===== config.mk =====
export PLATFORM = sky130hd
export DESIGN_NAME = bus_xfer_tracker
export DESIGN_NICKNAME = d
export VERILOG_FILES = /design/src/rtl/tracker_pkg.sv /design/src/rtl/sat_counter.sv /design/src/rtl/xfer_phase_fsm.sv /design/src/rtl/bus_xfer_tracker.sv
export SDC_FILE = /design/constraint.sdc
export NUM_CORES = 1
export LEC_CHECK = 0
export BUFFER_PORTS_ARGS = -buffer_cell sky130_fd_sc_hd__clkbuf_2
export CAP_MARGIN = 0
export CORE_MARGIN = 10
export CORE_UTILIZATION = 40
export DETAILED_ROUTE_END_ITERATION = 6
export PLACE_DENSITY = 0.73
export SLEW_MARGIN = 20
export SYNTH_ARGS = -nofsm -noshare
export SYNTH_HDL_FRONTEND = slang
export SYNTH_SLANG_ARGS = --single-unit

===== constraint.sdc =====
create_clock -name clk -period 4.6 [get_ports clk]
set_input_delay 0.92 -clock clk [delete_from_list [all_inputs] [get_ports clk]]
set_output_delay 0.92 -clock clk [all_outputs]
set_load 0.1 [all_outputs]

===== src/rtl/tracker_pkg.sv =====
package tracker_pkg;
    typedef enum logic [1:0] {
        ST_EMPTY  = 2'd0,
        ST_DATA   = 2'd1,
        ST_ORPHAN = 2'd2
    } phase_e;

    localparam logic [1:0] TR_NSEQ = 2'b10;
    localparam logic [1:0] TR_SEQ  = 2'b11;

    localparam int NUM_CNT   = 4;
    localparam int IDX_DONE  = 0;
    localparam int IDX_BUB   = 1;
    localparam int IDX_STALL = 2;
    localparam int IDX_CYC   = 3;
endpackage


===== src/rtl/sat_counter.sv =====
module sat_counter #(
    parameter int W = 32
) (
    input  logic         clk,
    input  logic         rst_n,
    input  logic         inc,
    output logic [W-1:0] cnt
);
    localparam logic [W-1:0] MAXV = '1;

    always_ff @(posedge clk) begin
        if (!rst_n)
            cnt <= '0;
        else if (inc && cnt != MAXV)
            cnt <= cnt + 1'b1;
    end

    // never decreases outside reset
    a_r8_monotonic: assert property (@(posedge clk) disable iff (!rst_n)
        rst_n |=> (cnt >= $past(cnt)));
    // holds at all-ones
    a_r8_saturate: assert property (@(posedge clk) disable iff (!rst_n)
        (cnt == MAXV) |=> (cnt == MAXV));
endmodule


===== src/rtl/xfer_phase_fsm.sv =====
module xfer_phase_fsm
    import tracker_pkg::*;
#(
    parameter int AW = 32,
    parameter int DW = 32
) (
    input  logic          clk,
    input  logic          rst_n,
    input  logic [AW-1:0] bus_addr,
    input  logic [1:0]    bus_trans,
    input  logic          bus_write,
    input  logic [2:0]    bus_size,
    input  logic          bus_ready,
    input  logic [DW-1:0] bus_wdata,
    input  logic [DW-1:0] bus_rdata,
    output logic          rec_valid,
    output logic [AW-1:0] rec_addr,
    output logic          rec_write,
    output logic [2:0]    rec_size,
    output logic [DW-1:0] rec_data,
    output logic          orphan_err,
    output logic          ev_done,
    output logic          ev_bubble,
    output logic          ev_stall
);
    phase_e        state_q, state_d;
    logic          accept;
    logic [AW-1:0] pend_addr;
    logic          pend_write;
    logic [2:0]    pend_size;

    // Next-state logic
    always_comb begin
        accept  = bus_ready && (bus_trans == TR_NSEQ || bus_trans == TR_SEQ);
        state_d = state_q;
        unique case (state_q)
            ST_EMPTY: begin
                if (!bus_ready)  state_d = ST_ORPHAN;
                else if (accept) state_d = ST_DATA;
            end
            ST_DATA: begin
                if (bus_ready) state_d = accept ? ST_DATA : ST_EMPTY;
            end
            ST_ORPHAN: begin
                if (bus_ready) state_d = accept ? ST_DATA : ST_EMPTY;
            end
            default: state_d = ST_EMPTY;
        endcase
    end

    // State register
    always_ff @(posedge clk) begin
        if (!rst_n) state_q <= ST_EMPTY;
        else        state_q <= state_d;
    end

    // Pending address-phase control
    always_ff @(posedge clk) begin
        if (!rst_n) begin
            pend_addr  <= '0;
            pend_write <= 1'b0;
            pend_size  <= '0;
        end else if (accept) begin
            pend_addr  <= bus_addr;
            pend_write <= bus_write;
            pend_size  <= bus_size;
        end
    end

    assign ev_done   = (state_q == ST_DATA) && bus_ready;
    assign ev_bubble = (state_q != ST_DATA) && bus_ready;
    assign ev_stall  = !bus_ready;

    // Output register
    always_ff @(posedge clk) begin
        if (!rst_n) begin
            rec_valid  <= 1'b0;
            rec_addr   <= '0;
            rec_write  <= 1'b0;
            rec_size   <= '0;
            rec_data   <= '0;
            orphan_err <= 1'b0;
        end else begin
            rec_valid  <= ev_done;
            orphan_err <= (state_q == ST_ORPHAN) && bus_ready;
            if (ev_done) begin
                rec_addr  <= pend_addr;
                rec_write <= pend_write;
                rec_size  <= pend_size;
                rec_data  <= pend_write ? bus_wdata : bus_rdata;
            end
        end
    end

    // a qualified address phase opens a data phase
    a_r1_accept: assert property (@(posedge clk) disable iff (!rst_n)
        (bus_ready && bus_trans[1]) |=> (state_q == ST_DATA));
    // idle/busy never open a data phase
    a_r1_no_start: assert property (@(posedge clk) disable iff (!rst_n)
        (bus_ready && !bus_trans[1]) |=> (state_q != ST_DATA));
    // completion gives a record next cycle
    a_r4_record: assert property (@(posedge clk) disable iff (!rst_n)
        ((state_q == ST_DATA) && bus_ready) |=> rec_valid);
    // stall keeps the pending control and emits nothing
    a_r5_stall: assert property (@(posedge clk) disable iff (!rst_n)
        ((state_q == ST_DATA) && !bus_ready) |=>
            (state_q == ST_DATA && !rec_valid && $stable(pend_addr)));
    // record address is the control held before completion
    a_r2_diag: assert property (@(posedge clk) disable iff (!rst_n)
        ((state_q == ST_DATA) && bus_ready) |=> (rec_addr == $past(pend_addr)));
    // error pulse only after a completing orphan phase
    a_r6_err_src: assert property (@(posedge clk) disable iff (!rst_n)
        ((state_q != ST_ORPHAN) || !bus_ready) |=> !orphan_err);
endmodule


===== src/rtl/bus_xfer_tracker.sv =====
module bus_xfer_tracker
    import tracker_pkg::*;
#(
    parameter int AW    = 32,
    parameter int DW    = 32,
    parameter int CNT_W = 32
) (
    input  logic             clk,
    input  logic             rst_n,
    input  logic [AW-1:0]    bus_addr,
    input  logic [1:0]       bus_trans,
    input  logic             bus_write,
    input  logic [2:0]       bus_size,
    input  logic             bus_ready,
    input  logic [DW-1:0]    bus_wdata,
    input  logic [DW-1:0]    bus_rdata,
    output logic             rec_valid,
    output logic [AW-1:0]    rec_addr,
    output logic             rec_write,
    output logic [2:0]       rec_size,
    output logic [DW-1:0]    rec_data,
    output logic             orphan_err,
    output logic [CNT_W-1:0] cnt_done,
    output logic [CNT_W-1:0] cnt_bubble,
    output logic [CNT_W-1:0] cnt_stall,
    output logic [CNT_W-1:0] cnt_cycles
);
    localparam int SUM_W = CNT_W + 2;

    logic             ev_done, ev_bubble, ev_stall;
    logic [NUM_CNT-1:0] inc;
    logic [CNT_W-1:0] cnt_arr [NUM_CNT];

    xfer_phase_fsm #(.AW(AW), .DW(DW)) u_fsm (
        .clk        (clk),
        .rst_n      (rst_n),
        .bus_addr   (bus_addr),
        .bus_trans  (bus_trans),
        .bus_write  (bus_write),
        .bus_size   (bus_size),
        .bus_ready  (bus_ready),
        .bus_wdata  (bus_wdata),
        .bus_rdata  (bus_rdata),
        .rec_valid  (rec_valid),
        .rec_addr   (rec_addr),
        .rec_write  (rec_write),
        .rec_size   (rec_size),
        .rec_data   (rec_data),
        .orphan_err (orphan_err),
        .ev_done    (ev_done),
        .ev_bubble  (ev_bubble),
        .ev_stall   (ev_stall)
    );

    always_comb begin
        inc            = '0;
        inc[IDX_DONE]  = ev_done;
        inc[IDX_BUB]   = ev_bubble;
        inc[IDX_STALL] = ev_stall;
        inc[IDX_CYC]   = 1'b1;
    end

    for (genvar i = 0; i < NUM_CNT; i++) begin : g_cnt
        sat_counter #(.W(CNT_W)) u_cnt (
            .clk   (clk),
            .rst_n (rst_n),
            .inc   (inc[i]),
            .cnt   (cnt_arr[i])
        );
    end

    assign cnt_done   = cnt_arr[IDX_DONE];
    assign cnt_bubble = cnt_arr[IDX_BUB];
    assign cnt_stall  = cnt_arr[IDX_STALL];
    assign cnt_cycles = cnt_arr[IDX_CYC];

    // counters partition total cycles until saturation
    a_r7_partition: assert property (@(posedge clk) disable iff (!rst_n)
        (cnt_cycles != '1) |->
            (SUM_W'(cnt_cycles) == SUM_W'(cnt_done) + SUM_W'(cnt_bubble) + SUM_W'(cnt_stall)));
    // error and record never coincide
    a_r6_exclusive: assert property (@(posedge clk) disable iff (!rst_n)
        !(orphan_err && rec_valid));
endmodule


==> results.py, run 1 <==
metrics = {
    "run_status": {
        "status": "complete, no violations",
    },
    "setup_path": {
        "cp_max_fo": 17,
        "crit_path_cell_trace": "nand4_1 > or4_1 > o31ai_2 > o21ai_0 > a21oi_1",
        "slowest_stage": "o31ai_2",
        "cp_data_required_time_ns": 5.05,
        "critical_path.max_stage_delay_ns": 0.87,
        "worst-setup-path-type": "reg -> reg",
        "critical_path_buf_inv_count": 0,
        "worst_path_dominant_cell_family": "compound AO/OA/AOI/OAI gates",
        "critical_path_arrival_ns": 3.24,
        "crit_path_start_kind": "flop",
        "cp-end-kind": "flop",
    },
    "timing": {
        "setup_skew_ns": 0.0163,
        "setup_slack_ns": 1.81,
        "timing.final.max_slew_violations": 0,
        "period_minus_slack_ns": 2.79,
        "worst_slew_pin_slew_ns": 1.04,
        "finalSetupTns_ns": 0,
        "max_clock_freq_mhz": 358,
        "worst_slew_margin_rel_pct": 30.4,
        "grt_setup_unrepaired": "no",
        "final.period_utilization_pct": 60.7,
        "hold_viol": 0,
        "final-setup-viol-count": 0,
    },
    "logic_synthesis": {
        "synth.cell_area_um2": 10400,
        "yosys_register_bits": 236,
        "synth_seq_area_share_pct": 45.3,
        "syn_nets": 1363,
        "yosysWarnings": 0,
        "postSynthCellCount": 1250,
        "synthDistinctLibCells": 55,
        "synth-main-ff-cell": "dfxtp_1",
        "synth_edf_count": 0,
        "async_flop_share_pct": 0,
        "synth.avg_cell_area_um2": 8.35,
    },
    "die": {
        "ioPinCount": 303,
        "dieArea_um2": 33000,
        "chip_width_um": 182,
        "coreArea_um2": 25800,
        "fp-row-count": 59,
        "starting_density_of_the_core_pct": 40.4,
        "height_of_the_chip_um": 182,
    },
    "cells_and_area": {
        "filler_cell_count": 2500,
        "number_of_antenna_cells_inserted": 0,
        "final_nets": 1624,
        "register_area_um2": 4730,
        "combined_area_of_the_multi_input_logic_cells_um2": 5360,
        "share_of_cells_above_drive_strength_1_pct": 24.2,
        "area.growth.synth_to_final_pct": 25.1,
        "mostFrequentLayoutCell": "clkbuf_2",
        "final-instance-count-excl-fill": 1866,
        "layout.core_utilization_pct": 50.5,
        "layout.cells.most_common_list": "clkbuf_2, dfxtp_1, nand2_1",
        "postLayoutCellArea_um2": 13100,
    },
    "detailed_routing": {
        "dr.pass1.iters": 5,
        "count_of_vias_placed_by_the_detailed_router": 10200,
        "ant_nets": 0,
        "vias_per_cell": 5.45,
        "detail_route.drc_violations": 0,
        "wire_per_inst_um": 17.0,
        "wl_um": 31600,
        "dr.first_iter.drc_count": 811,
    },
    "power": {
        "powerDensity_nw_per_um2": 360,
        "power.static_leakage_uw": 0.00496,
        "power.ir.vdd_worst_mv": 0.274,
    },
    "grt": {
        "congestion_overflow_gr": 0,
        "grtUsageTotal_pct": 18.0,
        "grt_antenna_before_repair": 1,
        "grt_max_degree": 118,
        "grt_pass1_vias": 9718,
        "grt_pass1_wl_um": 51000,
    },
    "flow_run": {
        "maxCapViolCount": 0,
    },
    "cts": {
        "cts.hold.buffers_added": 0,
        "clock_latency_of_the_later_clocked_register_in_the_worst_skew_pair_ns": 0.53,
        "cts.htree.levels": 1,
        "clock_tree_from_tritoncts": "yes",
        "numCtsBuffers": 27,
        "post_cts_resized": 0,
        "worst_setup_hold_path_clk_slew_ns": 0.06,
        "clk_root_buffer_cell": "clkbuf_16",
        "total_number_of_clock_tree_sinks": 236,
        "ctsLongestPathBuffers": 3,
        "cts_setup_buffers": 0,
    },
    "placement": {
        "place_hpwl_um": 22500,
        "placed_cells_incl_taps": 1817,
        "placement_stage_cell_area_um2": 12100,
        "setup_slack_placement_ns": 1.34,
        "gpl.final_weighted_congestion": 0.905,
        "port-buffer-count": 301,
    },
    "hold_path": {
        "worst_hold_path_class": "reg -> reg",
    },
}
## per-layer routing
| layer | GRT usage [%] | vias to the layer above | wire (µm) |
|---|---|---|---|
| li1 | - | 5022 | - |
| met1 | 22.6 | 4783 | 13500 |
| met2 | 29.1 | 312 | 14700 |
| met3 | 5.47 | 58 | 2450 |
| met4 | 5.73 | 2 | 933 |
| met5 | 0 | - | 13 |
## synth_stat cells, types with 18 or more instances
cell | instances | area, µm²
dfxtp_1 | 236 | 4720
nand2_1 | 216 | 811
a21oi_1 | 124 | 621
nor2_1 | 84 | 315
clkbuf_1 | 65 | 244
mux2i_1 | 52 | 521
nand3_1 | 48 | 240
or3_1 | 39 | 244
nand4_1 | 38 | 238
o21ai_0 | 36 | 180
a211oi_1 | 34 | 255
or4_1 | 29 | 218
xnor2_1 | 22 | 193
nor4_1 | 21 | 131
nand2b_1 | 20 | 125
o31ai_1 | 20 | 150
xor2_1 | 18 | 158
## worst register-to-register path, stage by stage, from the launching register on
cell and delay [ns]:
dfxtp_1 0.45, nand4_1 0.29, or4_1 0.73, o31ai_2 0.87
o21ai_0 0.22, a21oi_1 0.16
## metrics by stage
step | power (µW) | hold slack, ns
floorplan | 2450 | 0.432
global placement | 2560 | 0.436
detailed placement | 2560 | 0.443
CTS | 4740 | 0.436
global route | 4860 | 0.466
finish | 4690 | 0.436
## area by class of cell
type / instances / share of cell area (%)
clock buffers: 36 / 5.74
repair buffers: 309 / 12.1
multi-input cells: 920 / 41.1
well taps: 335 / 3.21
flip-flops and latches: 236 / 36.2
inverters: 17 / 0.527
clock inverters: 13 / 1.15
## cell families (layout without fill, tap and decap cells)
logic type,after synthesis,in the layout,share of synthesized area (%)
compound gates,260,260,15.1
xor+xnor,40,40,3.36
fa+ha+maj,8,8,0.959
buf+inv,94,375,3.56
flops,236,236,45.3
mux,52,52,4.99
simple gates,560,560,26.8
## where the power goes
part | internal, µW | switching, µW
Clock | 1310 | 865
Combinational | 100 | 302
Sequential | 2080 | 33.5
Total | 3490 | 1200
## flip-flops by register name (all words and copies together), names as in the netlist
| register | cells |
|---|---|
| u_fsm.orphan_err | 1 |
| u_fsm.state_q | 2 |
| u_fsm.pend_write | 1 |
| u_fsm.pend_addr | 32 |
| u_fsm.rec_write | 1 |
| g_cnt.u_cnt.cnt | 128 |
| u_fsm.pend_size | 3 |
| u_fsm.rec_data | 32 |
| u_fsm.rec_addr | 32 |
| u_fsm.rec_valid | 1 |
| u_fsm.rec_size | 3 |
## worst paths after layout
kind                           from                     to  slack (ns)  cells after the start
max reg2reg  g_cnt[1].u_cnt.cnt[20]  g_cnt[1].u_cnt.cnt[5]        1.81                      5
min reg2reg      u_fsm.pend_size[0]      u_fsm.rec_size[0]        0.44                      2
max          g_cnt[1].u_cnt.cnt[20]  g_cnt[1].u_cnt.cnt[5]        1.81                      5
min              u_fsm.pend_size[0]      u_fsm.rec_size[0]        0.44                      2
(Power assumes the default switching activity.)
==> run 2, diff against run 1 <==
--- a/config.mk
+++ b/config.mk
@@ -5,12 +5,13 @@
 export SDC_FILE = /design/constraint.sdc
 export NUM_CORES = 1
 export LEC_CHECK = 0
+export ABC_AREA = 1
 export BUFFER_PORTS_ARGS = -buffer_cell sky130_fd_sc_hd__clkbuf_2
 export CAP_MARGIN = 0
 export CORE_MARGIN = 10
 export CORE_UTILIZATION = 40
 export DETAILED_ROUTE_END_ITERATION = 6
-export PLACE_DENSITY = 0.73
+export PLACE_DENSITY = 0.75
 export SLEW_MARGIN = 20
 export SYNTH_ARGS = -nofsm -noshare
 export SYNTH_HDL_FRONTEND = slang
==> constraint.sdc (replaced) <==
create_clock -name clk -period 2.3 [get_ports clk]
set_input_delay 0.46 -clock clk [delete_from_list [all_inputs] [get_ports clk]]
set_output_delay 0.46 -clock clk [all_outputs]
set_load 0.1 [all_outputs]
==> run 2 against run 1 <==
Effect of this change: design area increased by 11%; sequential cell count unchanged; non-clock buffer count increased by 12; core utilization decreased by 0.34 points; highest routed layer is now met4.
==> results.py, run 2 <==
metrics = {
    "grt": {
        "grt_antenna_before_repair": 0,
        "grt_util_met3_pct": 4.85,
        "grt_pass1_wl_um": 60200,
        "grt_max_degree": 103,
        "met1_use_gr_pct": 24.7,
        "gr-max-usage-layer": "met2",
        "congestion_overflow_gr": 0,
        "grtUsageTotal_pct": 19.6,
        "grt_use_met2_pct": 32.7,
        "grt_pass1_vias": 11900,
    },
    "cells_and_area": {
        "number_of_antenna_cells_inserted": 0,
        "final_nets": 2201,
        "registers.top_by_ff_count": "g_cnt.u_cnt.cnt",
        "share_of_cells_above_drive_strength_1_pct": 19.4,
        "register_area_um2": 4730,
        "filler_cell_count": 2921,
        "largest_register_ff_count": 128,
        "final-instance-count-excl-fill": 2493,
        "mostFrequentLayoutCell": "nand2_1",
        "combined_area_of_the_multi_input_logic_cells_um2": 6020,
        "layout.cells.most_common_list": "nand2_1, nor2_1, clkbuf_2",
        "area.growth.synth_to_final_pct": 23.8,
    },
    "power": {
        "power.ir.vdd_worst_mv": 0.547,
        "power.static_leakage_uw": 0.00647,
        "powerDensity_nw_per_um2": 674,
    },
    "detailed_routing": {
        "vias_per_cell": 5.05,
        "wl_um": 36900,
        "wire_per_inst_um": 14.8,
        "count_of_vias_placed_by_the_detailed_router": 12600,
        "dr.first_iter.drc_count": 741,
        "detail_route.drc_violations": 0,
        "ant_nets": 0,
        "dr.pass1.iters": 5,
    },
    "timing": {
        "max_clock_freq_mhz": 509,
        "hold_viol": 0,
        "grt_setup_unrepaired": "no",
        "setup_slack_ns": 0.336,
        "final-setup-viol-count": 0,
        "timing.final.max_slew_violations": 0,
        "final.period_utilization_pct": 85.4,
        "period_minus_slack_ns": 1.96,
        "setup_skew_ns": 0.0116,
        "worst_slew_margin_rel_pct": 45.8,
        "finalSetupTns_ns": 0,
        "worst_slew_pin_slew_ns": 0.808,
    },
    "run_status": {
        "status": "complete, no violations",
    },
    "setup_path": {
        "cp_data_required_time_ns": 1.84,
        "crit_path_cell_trace": "clkbuf_2",
        "worst_path_dominant_cell_family": "buffers and inverters",
        "cp_max_fo": 5,
        "slowest_stage": "clkbuf_2",
        "cp-end-kind": "output port",
        "critical_path_arrival_ns": 1.50,
        "worst-setup-path-type": "reg -> out",
        "critical_path_buf_inv_count": 1,
        "critical_path.max_stage_delay_ns": 0.51,
        "crit_path_start_kind": "flop",
    },
    "logic_synthesis": {
        "synth_edf_count": 0,
        "synth_seq_area_share_pct": 40.5,
        "synth.area.top_cells": "dfxtp_1, nand2_1, nor2_1",
        "synth.cell_area_um2": 11700,
        "post-synth-top-count-cell": "nand2_1",
        "synthDistinctLibCells": 32,
        "synth-main-ff-cell": "dfxtp_1",
        "syn_nets": 1924,
        "postSynthCellCount": 1811,
        "synth.top_cells.by_count": "nand2_1, nor2_1, dfxtp_1",
        "synth_largest_area_cell": "dfxtp_1",
        "synth.avg_cell_area_um2": 6.44,
        "yosysWarnings": 0,
        "async_flop_share_pct": 0,
        "yosys_register_bits": 236,
        "synth.top_cell.area_share_pct": 40.5,
    },
    "cts": {
        "worst_setup_hold_path_clk_slew_ns": 0.06,
        "clock_latency_of_the_later_clocked_register_in_the_worst_skew_pair_ns": 0.53,
        "total_number_of_clock_tree_sinks": 236,
        "clock_tree_from_tritoncts": "yes",
        "cts.htree.levels": 1,
        "ctsLongestPathBuffers": 3,
        "clk_root_buffer_cell": "clkbuf_16",
        "numCtsBuffers": 27,
    },
    "placement": {
        "placed_cells_incl_taps": 2443,
        "port-buffer-count": 301,
        "gpl.final_weighted_congestion": 0.934,
        "place_hpwl_um": 27700,
        "setup_slack_placement_ns": 0.209,
    },
    "die": {
        "height_of_the_chip_um": 191,
        "coreArea_um2": 28800,
        "starting_density_of_the_core_pct": 40.5,
        "fp-row-count": 62,
        "dieArea_um2": 36400,
        "ioPinCount": 303,
        "chip_width_um": 191,
    },
    "hold_path": {
        "worst_hold_path_class": "in -> reg",
    },
    "flow_run": {
        "maxCapViolCount": 0,
    },
}
## run 2: where the power goes
part	switching [µW]	total [µW]	internal, µW
combinational	894	1150	258
sequential	75.5	4280	4210
clock	1750	4290	2540
## run 2: logic make-up (layout without fill, tap and decap cells)
family | after synthesis | after routing | share of synthesized area (%)
simple gates | 1122 | 1122 | 40.3
compound gates | 206 | 206 | 9.67
xor+xnor | 10 | 10 | 0.751
buf+inv | 229 | 527 | 7.95
flops | 236 | 236 | 40.5
fa+ha+maj | 8 | 8 | 0.858
## run 2: worst paths after layout
path                                        startpoint                endpoint  slack, ns  depth (start not counted)
worst max-delay path            g_cnt[3].u_cnt.cnt[25]          cnt_cycles[25]       0.34                          1
worst min-delay path                      bus_addr[30]     u_fsm.pend_addr[30]       0.17                          3
worst min register to register        u_fsm.pend_write        u_fsm.pend_write       0.45                          2
worst max register to register        u_fsm.state_q[1]  g_cnt[1].u_cnt.cnt[27]       0.34                         11
## run 2: per-layer routing
layer / wire length, µm / share of wire (%)
met5: 0 / 0
met4: 777 / 2.1
met3: 3060 / 8.3
met2: 17100 / 46
met1: 16000 / 43
## run 2: final cells by class
type / count / share of cell area (%)
well taps: 384 / 3.33
clock inverters: 15 / 0.962
flip-flops and latches: 236 / 32.8
clock buffers: 35 / 5.23
inverters: 156 / 4.06
multi-input cells: 1346 / 41.7
repair buffers: 321 / 11.9
## run 2: timing repair
item	4_1_cts	5_1_grt
resized for setup	0	1
buffers inserted	0	0
endpoints found under the setup margin	0	5
hold buffers	0	0
## run 2: per-stage QoR
step / instance area (µm²) / hold WS [ns] / utilization (%) / power [µW]
2_1_floorplan: 11700 / 0.450 / - / 5230
3_3_place_gp: 13500 / 0.446 / 47.1 / 5510
3_5_place_dp: 13500 / 0.447 / 47.1 / 5530
4_1_cts: 14400 / 0.135 / 50.2 / 9870
5_1_grt: 14400 / 0.174 / 50.2 / 10100
6_report: 14400 / 0.169 / 50.2 / 9730
